==> config.mk <==
export PLATFORM = sky130hd
export DESIGN_NAME = qenc_decoder
export DESIGN_NICKNAME = d
export VERILOG_FILES = /design/src/rtl/qenc_pkg.sv /design/src/rtl/qenc_sync.sv /design/src/rtl/qenc_edge.sv /design/src/rtl/qenc_decoder.sv
export SDC_FILE = /design/constraint.sdc
export NUM_CORES = 1
export LEC_CHECK = 0
export BUFFER_PORTS_ARGS = -buffer_cell sky130_fd_sc_hd__clkbuf_2
export CAP_MARGIN = 15
export CORE_AREA = 2 2 39 41
export CTS_CLUSTER_DIAMETER = 40
export DETAILED_ROUTE_END_ITERATION = 10
export DIE_AREA = 0 0 41 43
export PLACE_DENSITY = 0.54
export REMOVE_ABC_BUFFERS = 1
export SLEW_MARGIN = 20
export SYNTH_ARGS = -nofsm -noshare
export SYNTH_HDL_FRONTEND = slang
export SYNTH_SLANG_ARGS = --single-unit
==> constraint.sdc <==
create_clock -name clk -period 2.5 [get_ports clk]
set_clock_uncertainty 0.2 [all_clocks]
set_input_delay 0.5 -clock clk [delete_from_list [all_inputs] [get_ports clk]]
set_output_delay 0.5 -clock clk [all_outputs]
set_load 0.1 [all_outputs]
==> src/rtl/qenc_pkg.sv <==
package qenc_pkg;

    // Bit 1 enables channel 1 edges, bit 0 enables channel 2 edges.
    typedef enum logic [1:0] {
        QM_IDLE = 2'b00,
        QM_CH2  = 2'b01,
        QM_CH1  = 2'b10,
        QM_BOTH = 2'b11
    } qmode_e;

    typedef struct packed {
        logic ch1;
        logic ch2;
    } qpair_t;

    typedef struct packed {
        logic hit;
        logic up;
        logic bad;
    } qevt_t;

    // Decide on count, direction and error from the old and new channel levels.
    function automatic qevt_t classify(qmode_e m, qpair_t old_v, qpair_t new_v);
        qevt_t  r;
        qpair_t d;
        r = '0;
        d = old_v ^ new_v;
        if (d.ch1 && d.ch2) begin
            r.bad = 1'b1;
        end else if (d.ch1) begin
            r.hit = m[1];
            r.up  = new_v.ch1 ^ new_v.ch2;
        end else if (d.ch2) begin
            r.hit = m[0];
            r.up  = ~(new_v.ch2 ^ new_v.ch1);
        end
        return r;
    endfunction

endpackage

==> src/rtl/qenc_sync.sv <==
module qenc_sync #(
    parameter int STAGES = 2,
    parameter int WIDTH  = 2
) (
    input  logic             clk,
    input  logic             rst,
    input  logic [WIDTH-1:0] d_in,
    output logic [WIDTH-1:0] q_out
);
    localparam int LAST = STAGES - 1;

    logic [WIDTH-1:0] chain [STAGES];

    for (genvar i = 0; i < STAGES; i++) begin : g_stage
        if (i == 0) begin : g_first
            always_ff @(posedge clk) begin
                if (rst) chain[i] <= '0;
                else     chain[i] <= d_in;
            end
        end else begin : g_next
            always_ff @(posedge clk) begin
                if (rst) chain[i] <= '0;
                else     chain[i] <= chain[i-1];
            end
        end
    end

    assign q_out = chain[LAST];
endmodule

==> src/rtl/qenc_edge.sv <==
module qenc_edge
    import qenc_pkg::*;
(
    input  logic   clk,
    input  logic   rst,
    input  qpair_t cur,
    output qpair_t prev,
    output logic   edge1,
    output logic   edge2
);
    always_ff @(posedge clk) begin
        if (rst) prev <= '0;
        else     prev <= cur;
    end

    assign edge1 = cur.ch1 ^ prev.ch1;
    assign edge2 = cur.ch2 ^ prev.ch2;
endmodule

==> src/rtl/qenc_decoder.sv <==
module qenc_decoder
    import qenc_pkg::*;
#(
    parameter int SYNC_STAGES = 2
) (
    input  logic       clk,
    input  logic       rst,
    input  logic       ch1_in,
    input  logic       ch2_in,
    input  logic [1:0] mode_sel,
    output logic       cnt_stb,
    output logic       cnt_up,
    output logic       err_flag
);
    qpair_t raw;
    qpair_t cur;
    qpair_t prev;
    logic   e1;
    logic   e2;
    qevt_t  evt;

    assign raw.ch1 = ch1_in;
    assign raw.ch2 = ch2_in;

    qenc_sync #(.STAGES(SYNC_STAGES), .WIDTH(2)) u_sync (
        .clk   (clk),
        .rst   (rst),
        .d_in  (raw),
        .q_out (cur)
    );

    qenc_edge u_edge (
        .clk   (clk),
        .rst   (rst),
        .cur   (cur),
        .prev  (prev),
        .edge1 (e1),
        .edge2 (e2)
    );

    always_comb evt = classify(qmode_e'(mode_sel), prev, cur);

    always_ff @(posedge clk) begin
        if (rst) begin
            cnt_stb  <= 1'b0;
            cnt_up   <= 1'b0;
            err_flag <= 1'b0;
        end else begin
            cnt_stb <= evt.hit;
            if (evt.hit) cnt_up   <= evt.up;
            if (evt.bad) err_flag <= 1'b1;
        end
    end

    // the off code never produces a strobe
    assert_idle_silent_R5: assert property (@(posedge clk) disable iff (rst)
        (mode_sel == 2'b00) |=> !cnt_stb);

    // channel 1 mode counts only when channel 1 moved
    assert_ch1_only_R3: assert property (@(posedge clk) disable iff (rst)
        (mode_sel == 2'b10 && !e1) |=> !cnt_stb);

    // channel 2 mode counts only when channel 2 moved
    assert_ch2_only_R2: assert property (@(posedge clk) disable iff (rst)
        (mode_sel == 2'b01 && !e2) |=> !cnt_stb);

    // a double change is dropped and flagged
    assert_double_drop_R8: assert property (@(posedge clk) disable iff (rst)
        (e1 && e2) |=> (!cnt_stb && err_flag));

    // the error flag is sticky
    assert_err_sticky_R9: assert property (@(posedge clk) disable iff (rst)
        err_flag |=> err_flag);

    // with both channels enabled, any single edge counts
    assert_both_count_R4: assert property (@(posedge clk) disable iff (rst)
        (mode_sel == 2'b11 && (e1 ^ e2)) |=> cnt_stb);
endmodule

==> impl_metrics.toml <==
[outcome]
outcome = "complete, no violations"

[layout]
finalNetCount = 48
syn_to_final_growth_pct = 25.78
fin_util = 0.2911
drive_gt1_frac = 0.2927
antenna_cells = 0

[synth]
yosysTopAreaCell = "dfxtp_1"
postSynthCellCount = 30
synth-compound-area-share = 0.08203
yosys.area.top_type_share = 0.5625
synth_edf_count = 0
synth.avg_cell_area_sq_um = 10.68
yosysUniqueCellTypes = 14
synthXorXnorAreaFrac = 0.05469
synthSimpleGateAreaFrac = 0.2070
synth-adder-area-share = 0
synth_top_family_by_area = "simple AND/OR/NAND/NOR gates"
ys_ff_latch = 9
netlist_area_sq_um = 320.3
synthMuxAreaShare = 0.07031
ys_warn_count = 0
async_reset_ff_frac = 0
synth_most_common_cell = "dfxtp_1"
synth_common_cells = "dfxtp_1, nor2b_1, a211oi_1, nor2_1"
ys_seq_area_frac = 0.5625
ys_top_cells_by_area = "dfxtp_1, nor2b_1, a211oi_1"
synthFlopType = "dfxtp_1"

[timing]
fin_tns_setup_ps = 0
worst_pin_slew_ps = 537.5
setup_viol = 0
fin_crit_ps = 1735
timing.final.crit_share = 0.6941
report.final.slew_viol_count = 0
rsz0062_at_grt = "no"
fmaxAchievable_mhz = 576.3
fin_hold_ws_ps = 232.8
slew_headroom = 0.6432
hold_viol_final = 0

[setup_path]
cp_top_family = "buffers and inverters"
worst-setup-path-type = "flop to output pin"
cp_max_fo = 2
rr_endpoint = "cnt_up$_SDFFE_PP0P_"
critPathArrivalTime_ps = 1040
rrSetupSlack_ps = 940
cpMaxStageDelayCell = "clkbuf_2"
rr_worst_depth = 4
crit_path_start = "err_flag$_SDFFE_PP0P_"
critPathBufInv = 1
cp_data_required_time_ps = 1800
rr_startpoint = "u_sync.chain[1][1]$_SDFF_PP0_"
cp-end-kind = "output pin"
cp.depth = 1
path_cells = "clkbuf_2"
crit_path_max_incr_delay_ps = 450
start_kind = "flop"
cp-endpoint = "err_flag"

[route]
totalWireLength_um = 432
routed_via_density = 3.982
drc = 0
via_count = 227
drt_first_pass_iters = 3
avgRoutedWirePerCell_um = 7.579
antenna_left = 0
drt-initial-drc-count = 1

[global_routing]
overflow = 0
grt_pass1_vias = 199
antenna_found_initial = 0
grt_usage = 0.06559
grt_pass1_wl_um = 690
grt_max_degree = 11

[cts]
post-cts-setup-buffers = 0
cts.htree.levels = 1
clock-sinks = 9
post_cts_resized = 0
clk_pin_slew_worst_paths_ps = 60
clock_path_buffers = 2
cts_root_buf = "clkbuf_4"
cts_tree = "yes"
worst_skew_pair.late_latency_ps = 260
cts-buffers-inserted = 3
hold_buffers = 0

[min_path]
min_path_type = "flop to flop"
holdCritStartpoint = "u_sync.chain[0][0]$_SDFF_PP0_"

[floorplan]
initial_core_util = 0.2315
rows = 14
dieArea_sq_um = 1763
io_pins = 9
die_w_um = 41
die_h_um = 43
fp.coreArea_sq_um = 1384

[power]
p_clk_frac = 0.378
p_sw_uw = 70.76
p_per_area_nw_per_um2 = 722.8
p_leak_uw = 0.0001832
switching_share = 0.2430
seqPwrFrac = 0.521
peakVddDrop_mv = 0.2699
pwr-share-comb = 0.101
p_int_uw = 220.4

[run]
cap_viol_max_count = 0

[placement]
io_buffer_count = 8
routabilityCongestion = 0.5720
## cells in the final DEF (no fill, tap or decap), drive strengths merged
master  synthesis  final
a211oi          2      2
dfxtp           9      9
and2b           1      1
xnor2           1      1
clkbuf          1     12
a31oi           1      1
mux2            2      2
nor2            2      2
xor2            1      1
nor2b           7      7
nor3b           1      1
a21oi           1      1
inv             1      1
## routing by layer
layer,GRT usage,vias to the layer above,part of all wire
met5,0,-,0
met4,0.02000,0,0
met3,0.07853,0,0.13
met2,0.09688,11,0.42
met1,0.05229,96,0.45
li1,-,120,-
## cell families after synthesis
family,after synthesis
and+or+nand+nor,11
DFF,9
AOI/OAI and AO/OA,4
xor gates and xnor gates,2
muxes,2
buffers and inverters,2
## power groups by stage
stage | Sequential, uW | Combinational (uW) | Clock [uW]
2_1_floorplan | 166 | 10.0 | 0
3_3_place_gp | 155 | 29.6 | 0
3_5_place_dp | 155 | 29.7 | 0
4_1_cts | 152 | 29.8 | 117
5_1_grt | 153 | 31.7 | 123
6_report | 152 | 29.3 | 110
## flip-flops by register name (all words and copies together), names as in the netlist
| register | count |
|---|---|
| u_sync.chain | 4 |
| cnt_up | 1 |
| cnt_stb | 1 |
| u_edge.prev | 2 |
| err_flag | 1 |
## how the worst min path moves through the flow
| stage | to | slack [ps] | depth (start not counted) |
|---|---|---|---|
| detailed placement | u_sync.chain[1][0]$_SDFF_PP0_ | 220 | 1 |
| floorplan | u_sync.chain[1][0]$_SDFF_PP0_ | 210 | 1 |
| CTS | u_sync.chain[1][0]$_SDFF_PP0_ | 240 | 1 |
| finish | u_sync.chain[1][0]$_SDFF_PP0_ | 230 | 1 |
| global placement | u_sync.chain[1][1]$_SDFF_PP0_ | 220 | 1 |
| global route | u_sync.chain[0][0]$_SDFF_PP0_ | 240 | 2 |
## layout make-up
class / count / area (sq um)
well taps: 16 / 20.02
clock buffers: 4 / 26.28
fillers: 146 / 980.9
multi-input cells: 19 / 132.6
flip-flops and latches: 9 / 180.2
repair buffers: 8 / 40.04
inverters: 1 / 3.754
## per-stage QoR
stage / setup slack (ps) / area [sq um] / total power (uW) / std cells
after floorplan: 875.1 / 316.6 / 176.2 / 29
after global placement: 918.9 / 376.6 / 184.6 / 53
after detailed placement: 908.8 / 376.6 / 184.7 / 53
after CTS: 749.4 / 402.9 / 298.2 / 57
after global routing: 708.3 / 402.9 / 307.2 / 57
final: 764.7 / 402.9 / 291.2 / 57
No activity file was read; power rests on OpenSTA's default activity.
